$ cat src/rtl/mcs_pkg.sv
package mcs_pkg;
   localparam int ID_W   = 3;
   localparam int MAX_CH = 1 << ID_W;

   typedef struct packed {
      logic            hdr;
      logic [ID_W-1:0] ch;
      logic [7:0]      data;
   } slot_t;

   typedef enum logic [1:0] {
      S_IDLE = 2'd0,
      S_HID  = 2'd1,
      S_HLEN = 2'd2,
      S_PAY  = 2'd3
   } seq_e;
endpackage

$ cat src/rtl/mcs_vchan.sv
module mcs_vchan #(
   parameter int DEPTH = 4
) (
   input  logic clk,
   input  logic rst_n,
   input  logic wr_inc,
   input  logic rd_inc,
   output logic full,
   output logic empty
);
   localparam int CW = $clog2(DEPTH + 1);

   if (DEPTH < 1) begin : g_bad_depth
      $error("mcs_vchan: DEPTH must be at least 1");
   end

   logic [CW-1:0] wr_cnt, rd_cnt, occ;

   always_ff @(posedge clk) begin
      if (!rst_n) begin
         wr_cnt <= '0;
         rd_cnt <= '0;
      end else begin
         if (wr_inc) wr_cnt <= wr_cnt + 1'b1;
         if (rd_inc) rd_cnt <= rd_cnt + 1'b1;
      end
   end

   assign occ   = wr_cnt - rd_cnt;
   assign full  = (occ == CW'(DEPTH));
   assign empty = (occ == '0);


   no_overflow_chk: assert property (@(posedge clk) disable iff (!rst_n)
      full |-> !wr_inc);

   occ_bound_chk: assert property (@(posedge clk) disable iff (!rst_n)
      occ <= CW'(DEPTH));

   no_underflow_chk: assert property (@(posedge clk) disable iff (!rst_n)
      empty |-> !rd_inc);
endmodule

$ cat src/rtl/mcs_sfifo.sv
module mcs_sfifo
   import mcs_pkg::*;
#(
   parameter int DEPTH = 8
) (
   input  logic  clk,
   input  logic  rst_n,
   input  logic  push,
   input  slot_t push_slot,
   input  logic  pop,
   output slot_t head,
   output logic  empty,
   output logic  full
);
   localparam int AW = $clog2(DEPTH);

   if (DEPTH < 2 || (1 << AW) != DEPTH) begin : g_bad_depth
      $error("mcs_sfifo: DEPTH must be a power of two, at least 2");
   end

   slot_t         mem [DEPTH];
   logic [AW-1:0] wp, rp;
   logic [AW:0]   cnt;

   always_ff @(posedge clk) begin
      if (!rst_n) begin
         wp  <= '0;
         rp  <= '0;
         cnt <= '0;
      end else begin
         if (push) begin
            mem[wp] <= push_slot;
            wp      <= wp + 1'b1;
         end
         if (pop) rp <= rp + 1'b1;
         cnt <= cnt + (AW+1)'(push) - (AW+1)'(pop);
      end
   end

   assign head  = mem[rp];
   assign empty = (cnt == '0);
   assign full  = (cnt == (AW+1)'(DEPTH));


   shared_no_overflow_chk: assert property (@(posedge clk) disable iff (!rst_n)
      full |-> !push);

   shared_no_underflow_chk: assert property (@(posedge clk) disable iff (!rst_n)
      empty |-> !pop);
endmodule

$ cat src/rtl/mcs_seq.sv
module mcs_seq
   import mcs_pkg::*;
#(
   parameter int N_CH = 3
) (
   input  logic              clk,
   input  logic              rst_n,
   input  logic [N_CH-1:0]   ch_valid,
   input  logic [8*N_CH-1:0] ch_len,
   input  logic [8*N_CH-1:0] ch_data,
   input  logic [N_CH-1:0]   vfull,
   input  logic              sfull,
   output logic [N_CH-1:0]   ch_ready,
   output logic              push,
   output slot_t             push_slot
);
   seq_e            st;
   logic [ID_W-1:0] own;
   logic [7:0]      left, len_r;
   logic [ID_W-1:0] pick;
   logic [7:0]      pick_len, own_data;
   logic            acc;

   // lowest-numbered requester wins
   always_comb begin
      pick     = '0;
      pick_len = '0;
      for (int i = N_CH - 1; i >= 0; i--) begin
         if (ch_valid[i]) begin
            pick     = ID_W'(i);
            pick_len = ch_len[8*i +: 8];
         end
      end
   end

   always_comb begin
      own_data = '0;
      ch_ready = '0;
      for (int i = 0; i < N_CH; i++) begin
         if (own == ID_W'(i)) begin
            own_data    = ch_data[8*i +: 8];
            ch_ready[i] = (st == S_PAY) && !vfull[i] && !sfull;
         end
      end
      acc = |(ch_ready & ch_valid);
   end

   always_comb begin
      push      = 1'b0;
      push_slot = '0;
      unique case (st)
         S_HID: begin
            push      = !sfull;
            push_slot = '{hdr: 1'b1, ch: own, data: 8'(own)};
         end
         S_HLEN: begin
            push      = !sfull;
            push_slot = '{hdr: 1'b1, ch: own, data: len_r};
         end
         S_PAY: begin
            push      = acc;
            push_slot = '{hdr: 1'b0, ch: own, data: own_data};
         end
         default: ;
      endcase
   end

   always_ff @(posedge clk) begin
      if (!rst_n) begin
         st    <= S_IDLE;
         own   <= '0;
         left  <= '0;
         len_r <= '0;
      end else begin
         unique case (st)
            S_IDLE: if (|ch_valid) begin
               own   <= pick;
               len_r <= pick_len;
               left  <= pick_len;
               st    <= S_HID;
            end
            S_HID:  if (!sfull) st <= S_HLEN;
            S_HLEN: if (!sfull) st <= S_PAY;
            S_PAY:  if (acc) begin
               left <= left - 1'b1;
               if (left == 8'd1) st <= S_IDLE;
            end
            default: st <= S_IDLE;
         endcase
      end
   end


   ready_onehot_chk: assert property (@(posedge clk) disable iff (!rst_n)
      $onehot0(ch_ready));

   owner_hold_chk: assert property (@(posedge clk) disable iff (!rst_n)
      (st == S_PAY && !(acc && left == 8'd1)) |=> (st == S_PAY && $stable(own)));

   len_nonzero_chk: assert property (@(posedge clk) disable iff (!rst_n)
      (st == S_HLEN) |-> (len_r != 8'd0));
endmodule

$ cat src/rtl/mcs_serializer.sv
module mcs_serializer
   import mcs_pkg::*;
#(
   parameter int N_CH     = 3,
   parameter int CH_DEPTH = 4,
   parameter int SH_DEPTH = 8
) (
   input  logic              clk,
   input  logic              rst_n,
   input  logic [N_CH-1:0]   ch_valid,
   input  logic [8*N_CH-1:0] ch_len,
   input  logic [8*N_CH-1:0] ch_data,
   output logic [N_CH-1:0]   ch_ready,
   output logic [N_CH-1:0]   ch_full,
   output logic [N_CH-1:0]   ch_empty,
   output logic              out_valid,
   output logic [7:0]        out_data,
   input  logic              out_ready
);
   if (N_CH < 1 || N_CH > MAX_CH) begin : g_bad_nch
      $error("mcs_serializer: N_CH out of range");
   end

   logic  push, pop, s_empty, s_full;
   slot_t push_slot, head;

   mcs_seq #(.N_CH(N_CH)) u_seq (
      .clk      (clk),
      .rst_n    (rst_n),
      .ch_valid (ch_valid),
      .ch_len   (ch_len),
      .ch_data  (ch_data),
      .vfull    (ch_full),
      .sfull    (s_full),
      .ch_ready (ch_ready),
      .push     (push),
      .push_slot(push_slot)
   );

   mcs_sfifo #(.DEPTH(SH_DEPTH)) u_fifo (
      .clk      (clk),
      .rst_n    (rst_n),
      .push     (push),
      .push_slot(push_slot),
      .pop      (pop),
      .head     (head),
      .empty    (s_empty),
      .full     (s_full)
   );

   assign out_valid = !s_empty;
   assign out_data  = head.data;
   assign pop       = out_valid && out_ready;

   for (genvar i = 0; i < N_CH; i++) begin : g_vch
      mcs_vchan #(.DEPTH(CH_DEPTH)) u_vch (
         .clk   (clk),
         .rst_n (rst_n),
         .wr_inc(ch_valid[i] && ch_ready[i]),
         .rd_inc(pop && !head.hdr && (head.ch == ID_W'(i))),
         .full  (ch_full[i]),
         .empty (ch_empty[i])
      );
   end


   stall_hold_chk: assert property (@(posedge clk) disable iff (!rst_n)
      (out_valid && !out_ready) |=> (out_valid && $stable(out_data)));

   stall_full_chk: assert property (@(posedge clk) disable iff (!rst_n)
      (!out_ready && ch_full != '0) |=> ((ch_full & $past(ch_full)) == $past(ch_full)));
endmodule

$ cat config.mk
export PLATFORM = sky130hd
export DESIGN_NAME = mcs_serializer
export DESIGN_NICKNAME = d
export VERILOG_FILES = /design/src/rtl/mcs_pkg.sv /design/src/rtl/mcs_vchan.sv /design/src/rtl/mcs_sfifo.sv /design/src/rtl/mcs_seq.sv /design/src/rtl/mcs_serializer.sv
export SDC_FILE = /design/constraint.sdc
export NUM_CORES = 1
export LEC_CHECK = 0
export BUFFER_PORTS_ARGS = -buffer_cell sky130_fd_sc_hd__buf_2
export CAP_MARGIN = 20
export CORE_AREA = 2 2 199 152
export CTS_CLUSTER_DIAMETER = 100
export DETAILED_ROUTE_END_ITERATION = 7
export DIE_AREA = 0 0 201 154
export MAX_ROUTING_LAYER = met4
export PLACE_DENSITY = 0.46
export SYNTH_ARGS = -nofsm -noshare
export SYNTH_HDL_FRONTEND = slang
export SYNTH_SLANG_ARGS = --single-unit
$ cat constraint.sdc
create_clock -name clk -period 7.35 [get_ports clk]
set_clock_uncertainty 0.1 [all_clocks]
set_input_delay 0.735 -clock clk [delete_from_list [all_inputs] [get_ports clk]]
set_output_delay 0.735 -clock clk [all_outputs]
set_load 0.01 [all_outputs]
==> impl_metrics.csv, run 1 <==
group,metric,value,unit
setup_path,critPathCapture,"u_fifo.mem[5][2]",
floorplan,die_h,154,um
synthesis,yosysSeqAreaShare,55.3,%
timing,period_share,54.1,%
synthesis,synthTopCellsByArea,"edfxtp_1, dfxtp_1, mux4_2",
timing,hold_viol,0,
synthesis,yosysMostFrequentCell,"edfxtp_1",
finish,antennaDiodeCount,0,
detailed_routing,first_pass_iters,6,
grt,grt_pass1_vias,4370,
detailed_routing,post_drt_wl_per_cell,16.6,um
place,io_buffers,71,
power_and_ir_drop,vdd_ir_drop_max,0.141,mV
setup_path,critPathSlowestCell,"nor4_2",
place,dp_hpwl,11900,um
clocking,clk_pin_slew,60,ps
setup_path,crit_top_cell,"buf_4",
finish,final_util,27.9,%
finish,n_fill_cell,2983,
detailed_routing,wirelength,16900,um
synthesis,avgSynthCellArea,12.2,sq um
setup_path,rrSetupSlack,3370,ps
clocking,clock-sinks,139,
timing,finalSetupViolCount,0,
timing,setup_tns,0,ps
synthesis,yosys_most_used_dff,"edfxtp_1",
setup_path,crit_required,7380,ps
grt,overflow,0,
clocking,clock-root-buffer,"clkbuf_16",
finish,area_growth,21.3,%
grt,grt_usage,11.7,%
detailed_routing,viasPerCell,4.38,
setup_path,timing.rr.start,"u_seq.st[1]",
synthesis,syn_inst,544,
detailed_routing,first_iter_violations,270,
setup_path,critPathMaxFanout,22,
finish,nets,692,
timing,tightest_slew,925,ps
synthesis,synth.top_cell.area_share,39.9,%
floorplan,core_area,0.0289,sq mm
floorplan,die_w,201,um
grt,grt_pass1_wl,26500,um
clocking,worst_skew_pair.late_latency,420,ps
synthesis,synth_area,0.00663,sq mm
detailed_routing,num_vias,4452,
job,maxCapViolations,0,
worst_hold_path,worstHoldPathType,"reg -> reg",
synthesis,yosysUniqueCellTypes,58,
synthesis,synth_nets,625,
timing,slew_headroom,37.8,%
synthesis,async_flop_share,0,%
floorplan,ioPinCount,72,
floorplan,start_util,23.0,%
synthesis,ys_ff_latch,139,
clocking,cts_tree,"yes",
setup_path,reg2regPathDepth,8,
power_and_ir_drop,p_per_area,320,mW/mm^2
place,place_ws,3310,ps
clocking,ctsResizeCount,0,
setup_path,crit_arrival,4000,ps
grt,grt_max_degree,28,
setup_path,path_class,"reg -> reg",
clocking,htreeDepth,4,
setup_path,crit_chain,"ha_1, nor3b_2, nand2_1, a311oi_4, o31ai_2, buf_4, nor4_2, buf_4",
run_status,outcome,"finished clean",
timing,fin_crit,3980,ps
setup_path,start_kind,"flop",
finish,drive_above_1_share,25.8,%
floorplan,die_area,0.0310,sq mm
floorplan,rows,54,
clocking,cts_buffer_depth,2,
grt,antenna_found_initial,0,
detailed_routing,drcViolationCount,0,
place,gp_congestion,0.766,
clocking,numCtsBuffers,17,
setup_path,worstSetupStartpoint,"u_seq.st[1]",
setup_path,slowest_delay,690,ps
setup_path,end_kind,"flop",
synthesis,synth_common_cells,"edfxtp_1, nor2_1, dfxtp_1",
clocking,cts_hold_buf,0,
detailed_routing,drtAntennaViolNets,0,
synthesis,ys_warn_count,0,
power_and_ir_drop,p_leak,2.83,nW
timing,slew_viol_final,0,
worst_hold_path,min_from,"u_fifo.rp[1]",
timing,timing.fmax,0.252,GHz
synthesis,yosysTopAreaCell,"edfxtp_1",
timing,rsz0062_at_grt,"false",
synthesis,synth_edf_count,88,
clocking,post_cts_buffers,0,
setup_path,r2r-end,"u_fifo.mem[5][2]",
timing,setup_ws,3370,ps
[how the worst min path moves through the flow]
stage                         endpoint  slack [ps]  depth (start not counted)
after CTS                 u_fifo.rp[1]         400                          2
after global routing      u_fifo.rp[1]         420                          2
after global placement    u_fifo.rp[1]         380                          2
after detailed placement  u_fifo.rp[1]         390                          2
final                     u_fifo.rp[1]         390                          2
after floorplan                   flop         350                          2
[placed cells by master (no fill, tap or decap), types with 4 or more instances in the layout]
cell	synthesis	routed
a22oi_1	14	14
o21ai_0	22	22
nor3_1	10	10
buf_2	6	71
and2_1	9	9
edfxtp_1	88	88
dfxtp_1	51	51
nor2b_1	8	8
ha_1	26	26
xor2_1	10	10
nand3_1	13	13
nand2_1	41	41
mux2i_1	17	17
inv_1	22	22
inv_6	0	6
mux4_2	20	20
o211ai_1	4	4
nor4_2	0	5
o31ai_1	6	5
nor2_1	52	52
buf_4	7	11
a21oi_1	18	18
nand2b_1	8	8
mux2_2	10	10
xnor2_1	12	12
clkbuf_16	0	17
[power breakdown]
| part | total [W] | internal, W | switching, W | leakage (nW) |
|---|---|---|---|---|
| clock | 0.000862 | 0.000485 | 0.000377 | 0.295 |
| combinational | 0.000726 | 0.000302 | 0.000424 | 1.31 |
| sequential | 0.000981 | 0.000920 | 0.0000612 | 1.22 |
| total | 0.00257 | 0.00171 | 0.000862 | 2.83 |
[critical path, delay by kind of cell, from the launching register on]
kind	cells	cell delay, ps
AND/OR/NAND/NOR	3	1300
flip-flops	1	370
AO/OA/AOI/OAI	2	740
adder cells (fa/ha/maj)	1	680
buffers and inverters	2	500
[per-stage QoR]
| stage | power, W | hold slack (ps) | area [sq um] | instances |
|---|---|---|---|---|
| after floorplan | 0.00152 | 354 | 6630 | 544 |
| after global placement | 0.00173 | 378 | 7430 | 983 |
| after detailed placement | 0.00173 | 386 | 7430 | 983 |
| after CTS | 0.00260 | 397 | 8030 | 1015 |
| after global routing | 0.00272 | 423 | 8040 | 1016 |
| final | 0.00257 | 393 | 8040 | 1016 |
[per-layer routing]
metal	part of all wire (%)	GRT usage [%]	vias to the layer above
li1	-	-	2143
met1	53	16.8	2195
met2	42	16.2	100
met3	4.4	3.14	14
met4	0.89	3.07	0
met5	0	-	-
[sequential cells by signal, indices dropped and copies added, names as in the netlist, named ones only]
| register | cells |
|---|---|
| u_fifo.mem | 88 |
| g_vch.u_vch.rd_cnt | 9 |
| g_vch.u_vch.wr_cnt | 9 |
| u_seq.left | 8 |
| u_seq.len_r | 8 |
| u_fifo.cnt | 4 |
| u_fifo.rp | 3 |
| u_fifo.wp | 3 |
| u_seq.own | 2 |
| u_seq.st | 2 |
[cell type report]
cell class	instances	area, sq um	share of cell area, %
sequential	139	3660	45.6
tap	392	490	6.10
clock buffer	17	425	5.29
inverter	23	86.3	1.07
clock inverter	15	171	2.13
timing repair buffer	82	438	5.45
multi-input combinational	348	2760	34.4
[cell families (layout without fill, tap and decap cells)]
| family | after synthesis | in the layout | share of synthesized area (%) |
|---|---|---|---|
| and+or+nand+nor | 163 | 163 | 12.2 |
| DFF | 139 | 139 | 55.3 |
| buffers and inverters | 57 | 137 | 3.78 |
| adders and majority gates | 27 | 27 | 5.21 |
| muxes | 47 | 47 | 11.1 |
| AOI/OAI and AO/OA | 89 | 89 | 9.56 |
| xor gates and xnor gates | 22 | 22 | 2.91 |
Note: power is estimated with default switching activity, not from simulation.
==> inputs of run 2 (changes only) <==
Settings changed: PLACE_DENSITY 0.46 to 0.47.
Clock period 7.35 ns to 3.4 ns, I/O delays scaled along.
==> run 2 against run 1 <==
  * Final cell count is 1.5% higher
  * Combinational power is 120% higher
  * Highest routed layer unchanged
  * Count of clock-buffer cells in the layout stayed put
  * Sequential power is 120% higher
  * Flip-flop and latch count stayed put
==> impl_metrics.csv, run 2 (synthesis gave the netlist of run 1 again) <==
group,metric,value,unit
clocking,numCtsBuffers,17,
detailed_routing,drtAntennaViolNets,0,
job,maxCapViolations,0,
timing,period_share,87.1,%
place,dp_hpwl,11700,um
detailed_routing,first_pass_iters,5,
finish,final_cell_mix,"edfxtp_1, buf_2, nor2_1",
worst_hold_path,min_from,"ch_valid[2]",
place,dpl-instance-area,0.00754,sq mm
finish,reg_top3,"u_fifo.mem: 88 flops, g_vch.u_vch.rd_cnt: 9 flops, g_vch.u_vch.wr_cnt: 9 flops",
finish,largest_reg_flops,88,
timing,rsz0062_at_grt,"false",
power_and_ir_drop,p_per_area,679,mW/mm^2
timing,tightest_slew,735,ps
place,io_buffers,71,
grt,overflow,0,
clocking,cts_tree,"yes",
place,gp_congestion,0.829,
timing,hold_viol,0,
floorplan,die_h,154,um
setup_path,critPathSlowestCell,"nor3_1",
timing,finalSetupViolCount,0,
setup_path,start_kind,"flop",
timing,setup_tns,0,ps
floorplan,core_area,0.0289,sq mm
finish,finalInstanceArea,0.00814,sq mm
clocking,cts_buffer_depth,2,
grt,grt_pass1_vias,4545,
worst_hold_path,worstHoldPathType,"in -> reg",
clocking,clk_pin_slew,60,ps
setup_path,slowest_delay,390,ps
setup_path,crit_arrival,3160,ps
setup_path,crit_buf_inv,2,
finish,regMostFlops,"u_fifo.mem",
detailed_routing,num_vias,4433,
grt,grt_usage,11.5,%
run_status,outcome,"finished clean",
floorplan,rows,54,
setup_path,path_delay_family,"compound AO/OA/AOI/OAI gates",
power_and_ir_drop,p_leak,2.89,nW
setup_path,worstSetupStartpoint,"g_vch[2].u_vch.wr_cnt[0]",
detailed_routing,drcViolationCount,0,
finish,drive_above_1_share,27.4,%
clocking,worst_skew_pair.late_latency,420,ps
clocking,clock-root-buffer,"clkbuf_16",
finish,nets,706,
timing,fin_crit,2960,ps
detailed_routing,post_drt_wl_per_cell,16.1,um
clocking,ctsResizeCount,0,
detailed_routing,viasPerCell,4.30,
timing,slew_headroom,50.9,%
floorplan,ioPinCount,72,
detailed_routing,first_iter_violations,365,
clocking,post_cts_buffers,0,
clocking,cts_hold_buf,0,
finish,area_growth,22.8,%
grt,grt_max_degree,21,
setup_path,timing.rr.start,"g_vch[2].u_vch.wr_cnt[0]",
place,place_ws,408,ps
floorplan,die_w,201,um
clocking,clock-sinks,139,
floorplan,die_area,0.0310,sq mm
finish,n_fill_cell,2981,
detailed_routing,wirelength,16600,um
setup_path,critPathMaxFanout,4,
setup_path,path_class,"reg -> reg",
clocking,htreeDepth,4,
setup_path,crit_top_cell,"ha_1",
power_and_ir_drop,vdd_ir_drop_max,0.337,mV
timing,timing.fmax,0.338,GHz
setup_path,end_kind,"flop",
grt,antenna_found_initial,0,
finish,final_common_cell,"edfxtp_1",
setup_path,crit_chain,"inv_1, ha_1, nand2_1, nor3_1, o31ai_1, o31ai_2, ha_1, inv_1, ha_1, a21o_1, a21oi_1, xnor2_1, nor2_1",
floorplan,start_util,23.0,%
timing,setup_ws,439,ps
setup_path,crit_required,3600,ps
grt,grt_pass1_wl,26400,um
timing,slew_viol_final,0,
-- run 2: area by class of cell --
class                   instances  area, sq um  share of cell area, %
diodes                          1         2.50                 0.0308
clock buffers                  17          425                   5.23
clock inverters                15          169                   2.08
inverters                      23         86.3                   1.06
multi-input cells             348         2760                   33.9
flip-flops and latches        139         3660                   45.0
well taps                     392          490                   6.03
repair buffers                 96          543                   6.67
-- run 2: path summary, 6_finish.rpt --
kind / endpoint / slack, ps / depth (start not counted)
worst max-delay path: u_fifo.cnt[3] / 440 / 13
worst min-delay path: u_seq.own[1] / 170 / 3
worst max register to register: u_fifo.cnt[3] / 440 / 13
worst min register to register: u_fifo.rp[1] / 380 / 2
-- run 2: per-stage QoR --
| step | hold slack, ps | power (W) | utilization, % | std cells |
|---|---|---|---|---|
| global route | 183 | 0.00587 | 28.2 | 1030 |
| CTS | 163 | 0.00560 | 28.2 | 1030 |
| detailed placement | 375 | 0.00375 | 26.1 | 998 |
| global placement | 381 | 0.00376 | 26.1 | 998 |
| finish | 173 | 0.00553 | 28.2 | 1031 |
| floorplan | 354 | 0.00328 | - | 544 |
-- run 2: per-layer routing --
| metal | up-vias | share of wire (%) | track usage (%) |
|---|---|---|---|
| li1 | 2172 | - | - |
| met1 | 2149 | 51 | 16.0 |
| met2 | 99 | 44 | 17.0 |
| met3 | 13 | 4.4 | 2.40 |
| met4 | 0 | 0.93 | 3.17 |
| met5 | - | 0 | - |
-- run 2: power breakdown --
part | leakage (nW) | switching, W | total [W] | internal, W
combinational | 1.39 | 0.000893 | 0.00157 | 0.000680
clock | 0.284 | 0.000839 | 0.00183 | 0.000988
sequential | 1.22 | 0.000138 | 0.00213 | 0.00199
total | 2.89 | 0.00187 | 0.00553 | 0.00366
-- run 2: worst reg2reg max path, cell delays in order, from the launching register on --
cell and delay [ps]:
dfxtp_1 370, inv_1 60, ha_1 270, nand2_1 100, nor3_1 390, o31ai_1 180
o31ai_2 260, ha_1 250, inv_1 60, ha_1 260, a21o_1 180, a21oi_1 190
xnor2_1 140, nor2_1 50
